## config.mk

```make
export PLATFORM = sky130hd
export DESIGN_NAME = reset_source_ctrl
export DESIGN_NICKNAME = d
export VERILOG_FILES = /design/src/rtl/rst_src_pkg.sv /design/src/rtl/rst_src_datapath.sv /design/src/rtl/rst_src_ctrl.sv /design/src/rtl/reset_source_ctrl.sv
export SDC_FILE = /design/constraint.sdc
export NUM_CORES = 1
export LEC_CHECK = 0
export CAP_MARGIN = 20
export CORE_MARGIN = 8
export CORE_UTILIZATION = 55
export DETAILED_ROUTE_END_ITERATION = 7
export GPL_TIMING_DRIVEN = 0
export PLACE_DENSITY = 0.75
export SETUP_SLACK_MARGIN = 0.1
export SYNTH_ARGS = -nofsm -noshare
export SYNTH_HDL_FRONTEND = slang
export SYNTH_HIERARCHICAL = 1
export SYNTH_SLANG_ARGS = --single-unit
export TNS_END_PERCENT = 100
```

## constraint.sdc

```tcl
create_clock -name clk -period 5.8 [get_ports clk]
set_input_delay 1.45 -clock clk [delete_from_list [all_inputs] [get_ports clk]]
set_output_delay 1.45 -clock clk [all_outputs]
set_load 0.01 [all_outputs]
```

## src/rtl/rst_src_pkg.sv

```systemverilog
package rst_src_pkg;

  typedef enum logic [2:0] {
    CAUSE_POWERUP  = 3'd0,
    CAUSE_WATCHDOG = 3'd1,
    CAUSE_SOFTWARE = 3'd2,
    CAUSE_USER     = 3'd3,
    CAUSE_BROWNOUT = 3'd4
  } cause_e;

  typedef enum logic [1:0] {
    ST_IDLE,
    ST_DRIVE,
    ST_SETTLE,
    ST_HOLD
  } seq_state_e;

  // strobes from control to datapath
  typedef struct packed {
    logic   start;
    logic   counting;
    cause_e cause;
  } seq_ctl_t;

endpackage

```

## src/rtl/rst_src_datapath.sv

```systemverilog
module rst_src_datapath
  import rst_src_pkg::*;
#(
  parameter int EXP_W    = 4,
  parameter int BOD_FILT = 4,
  parameter int POR_EXP  = 2
) (
  input  logic             clk,
  input  logic             porGood,
  input  logic             brownFlag,
  input  logic [EXP_W-1:0] stretchExp,
  input  seq_ctl_t         ctl,
  output logic             bodHit,
  output logic             stretchDone,
  output cause_e           causeOut
);

  localparam int CNT_W = (1 << EXP_W) + 1;
  localparam int BOD_W = $clog2(BOD_FILT + 1);
  localparam logic [BOD_W-1:0] BOD_MAX = BOD_W'(BOD_FILT);
  localparam logic [EXP_W-1:0] POR_N   = EXP_W'(POR_EXP);
  localparam logic [CNT_W-1:0] ONE     = CNT_W'(1);

  logic [BOD_W-1:0] bodCnt;
  logic [CNT_W-1:0] stretchCnt;
  logic [EXP_W-1:0] expQ;
  logic [EXP_W:0]   shAmt;
  logic [CNT_W-1:0] limit;
  cause_e           causeQ;

  // brownout glitch filter: consecutive-high counter, saturating
  always_ff @(posedge clk or negedge porGood) begin
    if (!porGood)                bodCnt <= '0;
    else if (!brownFlag)         bodCnt <= '0;
    else if (bodCnt != BOD_MAX)  bodCnt <= bodCnt + 1'b1;
  end

  assign bodHit = brownFlag && (bodCnt == BOD_MAX);

  // pulse stretch counter and latched exponent / cause
  always_ff @(posedge clk or negedge porGood) begin
    if (!porGood) begin
      stretchCnt <= '0;
      expQ       <= POR_N;
      causeQ     <= CAUSE_POWERUP;
    end else if (ctl.start) begin
      stretchCnt <= '0;
      expQ       <= stretchExp;
      causeQ     <= ctl.cause;
    end else if (ctl.counting) begin
      stretchCnt <= stretchCnt + 1'b1;
    end
  end

  assign shAmt       = {1'b0, expQ} + (EXP_W+1)'(1);
  assign limit       = (ONE << shAmt) - ONE;
  assign stretchDone = (stretchCnt == limit);
  assign causeOut    = causeQ;

endmodule

```

## src/rtl/rst_src_ctrl.sv

```systemverilog
module rst_src_ctrl
  import rst_src_pkg::*;
(
  input  logic     clk,
  input  logic     porGood,
  input  logic     bodHit,
  input  logic     brownRstEn,
  input  logic     wdtRstReq,
  input  logic     swRstReq,
  input  logic     extPinLevel,
  input  logic     stretchDone,
  output seq_ctl_t ctl,
  output logic     coreRst,
  output logic     pinDriveLow
);

  seq_state_e stateQ, stateD;
  logic       reqAny;
  cause_e     reqCause;

  // fixed-priority request encoder
  always_comb begin
    reqAny   = 1'b1;
    reqCause = CAUSE_USER;
    if (bodHit && brownRstEn) reqCause = CAUSE_BROWNOUT;
    else if (wdtRstReq)       reqCause = CAUSE_WATCHDOG;
    else if (swRstReq)        reqCause = CAUSE_SOFTWARE;
    else if (!extPinLevel)    reqCause = CAUSE_USER;
    else                      reqAny   = 1'b0;
  end

  // line is only sensed in idle, so self-driven lows never count
  always_comb begin
    stateD = stateQ;
    unique case (stateQ)
      ST_IDLE:   if (reqAny)      stateD = ST_DRIVE;
      ST_DRIVE:  if (stretchDone) stateD = ST_SETTLE;
      ST_SETTLE:                  stateD = ST_HOLD;
      ST_HOLD:   if (extPinLevel) stateD = ST_IDLE;
      default:                    stateD = ST_IDLE;
    endcase
  end

  always_ff @(posedge clk or negedge porGood) begin
    if (!porGood) stateQ <= ST_DRIVE;
    else          stateQ <= stateD;
  end

  assign ctl.start    = (stateQ == ST_IDLE) && reqAny;
  assign ctl.counting = (stateQ == ST_DRIVE);
  assign ctl.cause    = reqCause;
  assign coreRst      = (stateQ != ST_IDLE);
  assign pinDriveLow  = (stateQ == ST_DRIVE);

endmodule

```

## src/rtl/reset_source_ctrl.sv

```systemverilog
module reset_source_ctrl
  import rst_src_pkg::*;
#(
  parameter int EXP_W    = 4,
  parameter int BOD_FILT = 4,
  parameter int POR_EXP  = 2
) (
  input  logic             clk,
  input  logic             porGood,
  input  logic             brownFlag,
  input  logic             brownRstEn,
  input  logic             swRstReq,
  input  logic             wdtRstReq,
  input  logic             extPinLevel,
  input  logic [EXP_W-1:0] stretchExp,
  output logic             coreRst,
  output logic             pinDriveLow,
  output logic [2:0]       rstCause
);

  seq_ctl_t ctl;
  logic     bodHit;
  logic     stretchDone;
  cause_e   causeOut;

  rst_src_ctrl u_ctrl (
    .clk         (clk),
    .porGood     (porGood),
    .bodHit      (bodHit),
    .brownRstEn  (brownRstEn),
    .wdtRstReq   (wdtRstReq),
    .swRstReq    (swRstReq),
    .extPinLevel (extPinLevel),
    .stretchDone (stretchDone),
    .ctl         (ctl),
    .coreRst     (coreRst),
    .pinDriveLow (pinDriveLow)
  );

  rst_src_datapath #(
    .EXP_W    (EXP_W),
    .BOD_FILT (BOD_FILT),
    .POR_EXP  (POR_EXP)
  ) u_dp (
    .clk         (clk),
    .porGood     (porGood),
    .brownFlag   (brownFlag),
    .stretchExp  (stretchExp),
    .ctl         (ctl),
    .bodHit      (bodHit),
    .stretchDone (stretchDone),
    .causeOut    (causeOut)
  );

  assign rstCause = causeOut;

endmodule

```

After elaboration in Yosys (flattened, before gate mapping)
Index checks and enable logic that the tools add are counted.

Register bits: 29. Bits of input ports: 11. Output and inout port bits: 5. Logic and storage cells: 42.

Add/subtract/negate cells: 4. Equal/unequal tests: 10. Shift operators: 1. Multiplexer cells: 15. Reduce and logical (&&, ||, !) cells: 7.

Operators with widths (count): 17-bit two-way mux (2); 17-bit by 1-bit adder with 17-bit output (second input constant) (1); 17-bit == test (1); 1-bit by 5-bit << shifter with 17-bit output (first input constant) (1); 17-bit by 1-bit subtractor with 17-bit output (second input constant) (1); 3-bit two-way mux (4); 2-bit one-hot mux with 4 select lines (1); 2-bit two-way mux (3); 2-bit by 1-bit inequality test with 1-bit output (second input constant) (3); 4-bit by 1-bit adder with 5-bit output (second input constant) (1); 1-bit two-way mux (5); 2-bit == test (second input constant) (2); 2-bit nonzero test (2); 3-bit by 1-bit adder with 3-bit output (second input constant) (1); 3-bit == test (second input constant) (1); 1-bit logical AND (3); 3-bit inequality test (second input constant) (1); 3-bit AND reduction (1); 2-bit by 1-bit == test with 1-bit output (second input constant) (1); 2-bit zero test (1); 2-bit inequality test (second input constant) (1).

Longest topological paths before layout
Gate-level depths: netlist of run 1.

Word-level depth: 6. Mapped depth: 13. Mapped depth without buffers: 11.

Modules after synthesis
Netlist of run 1, hierarchy kept.

Modules (own cells, without submodules): rst_src_datapath (times used 1, cells an instance 198, area an instance 1826.8 um2, seq. area each 676.9 um2); rst_src_ctrl (times used 1, cells an instance 27, area an instance 244.0 um2, seq. area each 51.3 um2).

Worst setup path after synthesis of run 1
OpenSTA, ideal clock, no wires.

Kind: input-to-reg. Start point: input brownFlag. End point: register u_dp.stretchCnt[0]. Setup time: 132 ps. Arrival time: 2691 ps. Required time: 5668 ps. Setup slack: 2978 ps. Cell stages on the path: 7. Buffers on the path: 3. Cell sequence: and3_1 > a21oi_2 > a21oi_1 > clkbuf_1 > clkbuf_1 > buf_1 > nor2_1.

RTL lines: start, declared (RTL line reset_source_ctrl.sv:10) `input logic brownFlag,`; end signal, assigned (RTL line rst_src_datapath.sv:51) `stretchCnt <= stretchCnt + 1'b1;`; end, declared (RTL line rst_src_datapath.sv:25) `logic [CNT_W-1:0] stretchCnt;`.

==> results of run 1 <==
-- metal layers --
layer	up-vias	track usage	part of all wire
li1	846	-	-
met1	817	0.203	0.45
met2	61	0.247	0.48
met3	8	0.0346	0.055
met4	0	0.0660	0.014
met5	-	0	0
-- placed cells by master (no fill, tap or decap), types with 7 or more instances in the layout --
master	Yosys	routed
clkdlybuf4s50_1	0	15
dfrtp_1	27	27
ha_1	8	8
inv_1	10	10
mux2_2	7	7
nand2_1	14	14
nand3_1	7	7
nand4_1	9	9
nor2_1	18	18
o21ai_0	8	8
xnor2_1	9	9
xor2_1	12	12
-- cell usage after synthesis (4+ instances only) --
cell type,count,share of area
dfrtp_1,27,0.33
nor2_1,18,0.033
nand2_1,14,0.025
xor2_1,12,0.051
inv_1,10,0.018
nand4_1,9,0.027
xnor2_1,9,0.038
ha_1,8,0.048
o21ai_0,8,0.019
mux2_2,7,0.038
nand3_1,7,0.017
a21oi_1,6,0.015
nor3_1,6,0.015
and3_1,5,0.015
buf_2,5,0.012
buf_6,4,0.022
clkbuf_1,4,0.0072
-- flip-flops by register name, indices dropped and copies added (netlist names) --
name	count
u_ctrl/stateQ	2
u_dp/expQ	4
u_dp/bodCnt	3
u_dp/causeOut	3
u_dp/stretchCnt	17
-- worst max-delay path, stage by stage --
cell	delay, ns
clkdlybuf4s50_1	0.51
and3_1	0.20
a21oi_2	0.09
a21oi_1	0.13
clkbuf_1	0.30
clkbuf_1	0.52
buf_1	0.40
nor2_1	0.10
-- final cells by class --
type,instances,area [um^2],area share
plain buffers,17,111,0.0464
clock buffers,8,90.1,0.0376
inverters,10,37.5,0.0156
multi-input cells,169,1190,0.498
flip-flops and latches,29,728,0.304
well taps,48,60.1,0.0250
repair buffers,16,178,0.0741
-- logic make-up (layout without fill, tap and decap cells) --
kind of cell    after synthesis  count (layout)  share of synthesized area
flops                        29              29                      0.352
xor+xnor                     21              21                     0.0888
other cells                   1               1                    0.00181
fa+ha+maj                     8               8                     0.0483
compound gates               38              38                      0.127
simple gates                 92              92                      0.263
mux                           9               9                     0.0477
buf+inv                      27              51                     0.0719
-- stage by stage --
step	util	total power, mW	instances
after floorplan	-	0.686	225
after global placement	0.628	0.815	288
after detailed placement	0.635	0.826	289
after CTS	0.660	1.00	297
after global routing	0.660	1.07	297
final	0.660	1.00	297
-- power breakdown --
part           switching, mW  total [mW]  internal, mW
combinational          0.289       0.538         0.249
sequential            0.0405       0.291         0.251
clock                 0.0764       0.173        0.0967
total                  0.406        1.00         0.596
-- worst paths after layout --
kind,slack (ns),depth (start not counted),end,startpoint
max in group asynchronous,3.62,2,u_dp/stretchCnt[11],porGood
max,2.23,8,u_dp/stretchCnt[4],brownFlag
max reg2reg,2.64,13,u_ctrl/stateQ[1],u_dp/expQ[0]
min reg2reg,0.51,1,u_dp/causeOut[2],u_dp/causeOut[2]
min,0.51,1,u_dp/causeOut[2],u_dp/causeOut[2]
min in group asynchronous,1.63,1,u_dp/causeOut[0],porGood
==> metrics, run 1 <==
status finished clean; DRT antenna net count 0; final instance area 2400 um^2; I/O Buffers 15; Area Overhead vs Synth 15.8%; static leakage 0.993 nW; clock sink count 29; share of layout cells above drive strength 1 0.149; Clock Latency Late Sink 0.28 ns; required time of the worst setup path approximately 6 ns; first-pass GRT wire length 7760 um; power density cells 418 nW/um^2; total gr overflow 0; Total GRT Usage 0.157; Tmin final 3.57 ns; DR WL/cell 15.4 um; Min Hold Slack 0.505 ns; dpl cell area 2310 um^2; CP max FO 10; DRC viols 0; gp weighted congestion about 0.87; cts repair resizes 0; CP arrival 3.71 ns; H-tree depth 2; max_cap viols 0; total CTS buffers 5; asr flop ratio synth 1.00; Critical Path Source Type primary input; vias in the first global route roughly 1600; cell count after synthesis 225; Slew headroom 0.470; Crit Path Class primary input to flop; CP endpoint kind flop; Syn Std Cell Area 2070 um^2; EDFF count, synth 0; Yosys reg bits 29; core area around 3600 um^2; Vias approximately 1700; first drt pass iteration count 4; CTS max path bufs 2; pre-CTS setup slack just under 2 ns; crit share post-route 0.615; TritonCTS clock tree built; hpwl dp 3270 um; fin. max-slew vios 0; initial antenna violation count 0; fillers 292; net count after synthesis about 240; Die H 77.4 um; clk slew on worst S/H paths 0.06 ns; setup TNS 0 ns; maximum VDD drop 0.228 mV; Max Clk Rate 0.280 GHz; RSZ-0062 raised after global routing false; die width approximately 77 um; Clock Root Buffer clkbuf_8; Worst Tran Pin Value 0.793 ns; final-report setup violation count 0; Final Skew 0.00587 ns; most common flop cell mapped by yosys dfrtp_1; Seq/Total Area, Yosys 0.352; largest net degree at the start of global routing 16; violation count after the first detailed-routing iteration 262; yosys warns 6; distinct cell type count after synthesis 59; Vias/cell 5.83; Post-CTS Setup Bufs 0; Synth Area per Inst 9.20 um^2; Rows 22; Initial Utilization 0.570; Final Hold Viols 0; Hold Crit Class flop to flop; IO Pins 16; die area roughly 6000 um^2; n_diodes 0; fin nets about 270; setup ws final 2.23 ns; Routed WL 4590 um; Post-CTS Hold Buffers 0
Note: power is estimated with default switching activity, not from simulation.
==> run 2, diff against run 1 <==
--- a/config.mk
+++ b/config.mk
@@ -7,7 +7,7 @@
 export LEC_CHECK = 0
 export CAP_MARGIN = 20
 export CORE_MARGIN = 8
-export CORE_UTILIZATION = 55
+export CORE_UTILIZATION = 53
 export DETAILED_ROUTE_END_ITERATION = 7
 export GPL_TIMING_DRIVEN = 0
 export PLACE_DENSITY = 0.75
==> constraint.sdc (replaced) <==
create_clock -name clk -period 2.9 [get_ports clk]
set_input_delay 0.725 -clock clk [delete_from_list [all_inputs] [get_ports clk]]
set_output_delay 0.725 -clock clk [all_outputs]
set_load 0.01 [all_outputs]
==> run 2 against run 1 <==
Effect of this change: the run now ends with negative setup slack left; utilization is 1.9 points higher; routed wire length is 0.20% lower; total power is 120% higher; sequential power is 100% higher; global-route usage hardly changed; register-to-register slack worse by 2.6 ns; non-clock buffer count is 4 higher; worst setup slack worse by 2.2 ns; sequential cell count stayed put; largest cell class unchanged; largest power group unchanged.
==> metrics, run 2 (same netlist as run 1, synthesis figures left out) <==
status finished, violations left; violated checks negative setup slack; CP dominant cell by count buf_6; Largest register FFs 17; Min Hold Slack 0.518 ns; core area 3720 um^2; fin. max-slew vios 0; Worst path slowest cell nor4_2; Reg-to-Reg End u_ctrl/stateQ[1]; most common cell after layout, fill and taps aside dfrtp_1; clock sink count 29; DR WL/cell between 15 and 20 um; maximum VDD drop 0.457 mV; vias in the first global route 1684; Total GRT Usage 0.157; max_cap viols 0; largest net degree at the start of global routing 20; crit share post-route 1.00; IO Pins 16; Tmin final 2.90 ns; critical-path cell list buf_6 -> nor4_4 -> inv_1 -> ha_4 -> buf_6 -> xnor2_2 -> nor3_1 -> a311oi_1 -> o211ai_1 -> nor4_2 -> nor2b_2 -> or3b_1 -> o211ai_2; Final Hold Viols 0; Slew headroom 0.616; commonest non-fill, non-tap cells in the layout 27 x dfrtp_1, 18 x nor2_1, 15 x clkdlybuf4s50_1; RSZ-0062 raised after global routing true; violation count after the first detailed-routing iteration 142; required time of the worst setup path between 3 and 4 ns; CP arrival 3.10 ns; CP endpoint kind flop; I/O Buffers 15; n_diodes 0; DRC viols 0; Rows 22; CP max FO 10; power density cells 874 nW/um^2; Area Overhead vs Synth 21.8%; Regs by FF count u_dp/stretchCnt (17), u_dp/expQ (4); Vias roughly 1700; Hold Path Depth 1; setup TNS -0.000466 ns; overall power 2.21 mW; die width about 79 um; Initial Utilization 0.557; Vias/cell 5.72; Most flops, register u_dp/stretchCnt; total CTS buffers 5; first drt pass iteration count 4; Clock Root Buffer clkbuf_8; Critical Path Source Type flop; clk slew on worst S/H paths 0.06 ns; Worst path max stage delay 0.42 ns; R2R setup slack -0.0005 ns; Worst Tran Pin Value ~0.57 ns; H-tree depth 2; Crit. Startpoint u_dp/expQ[0]; gp weighted congestion between 0.8 and 0.9; fin nets approximately 270; Worst Hold End u_dp/causeOut[0]; Routed WL 4580 um; R2R cell count 13; Max Clk Rate 0.345 GHz; Clock Latency Late Sink 0.28 ns; Hold Crit Start u_dp/causeOut[0]; first-pass GRT wire length 7900 um; final core occ 0.679; Hold Crit Class flop to flop; final-report setup violation count 1; Crit Path Class flop to flop; setup ws final -0.000466 ns; total gr overflow 0; TritonCTS clock tree built; die area 6160 um^2; initial antenna violation count 0; DRT antenna net count 0; fillers 289; FF-to-FF Start u_dp/expQ[0]; share of layout cells above drive strength 1 0.190; Final Skew 0.00470 ns; static leakage 1.05 nW; CTS max path bufs 2; Die H ~80 um; hpwl dp between 3000 and 4000 um
run 2: changes by cell type in the layout (fill, tap and decap cells not counted), moves of 2 or more:
cell / delta
buf_4: +3
buf_6: +2
nor4_4: +2
clkbuf_1: -2
run 2: critical path, delay by kind of cell (launching register included):
kind            cells  cell delay [ns]
buf+inv             3             0.37
xor+xnor            1             0.11
compound gates      3             0.56
simple gates        5             1.24
fa+ha+maj           1             0.17
flops               1             0.38
run 2: stage by stage:
stage          instance area (um^2)  cells  worst slack, ns
2_1_floorplan                  2070    225            0.121
3_3_place_gp                   2280    288           -0.233
3_5_place_dp                   2310    289           -0.307
4_1_cts                        2510    301          0.00933
5_1_grt                        2520    301           -0.178
6_report                       2520    301        -0.000466
run 2: what timing repair did:
| action | in CTS | in global routing |
|---|---|---|
| buffers inserted | 4 | 0 |
| setup endpoints to repair | 8 | 2 |
| hold buffers | 0 | 0 |
| resized for setup | 10 | 2 |
| pin swaps | 5 | 2 |
| cloned | 0 | 0 |
run 2: final cells by class:
cell class	instances	area (um^2)	share of cell area
Inverter	10	37.5	0.0149
Clock buffer	7	86.3	0.0342
Tap cell	48	60.1	0.0238
Buffer	17	123	0.0486
Multi-Input combinational cell	169	1250	0.496
Clock inverter	1	30.0	0.0119
Timing Repair Buffer	20	208	0.0823
Sequential cell	29	728	0.289
run 2: worst max-delay path by stage:
stage	end	slack (ns)
2_1_floorplan	u_ctrl/stateQ[1]	0.12
3_3_place_gp	u_ctrl/stateQ[1]	-0.23
6_report	u_ctrl/stateQ[1]	-0.0005
4_1_cts	u_ctrl/stateQ[1]	0.009
5_1_grt	u_ctrl/stateQ[1]	-0.18
3_5_place_dp	u_ctrl/stateQ[1]	-0.31
run 2: report_power, final:
part	switching (mW)	internal [mW]	total, mW
Clock	0.154	0.280	0.434
Combinational	0.606	0.573	1.18
Sequential	0.0906	0.502	0.592
run 2: layer usage:
layer,part of all wire,global-route usage,up-vias
li1,-,-,851
met1,0.47,0.200,819
met2,0.46,0.244,43
met3,0.041,0.0330,10
met4,0.026,0.0815,0
met5,0,0,-
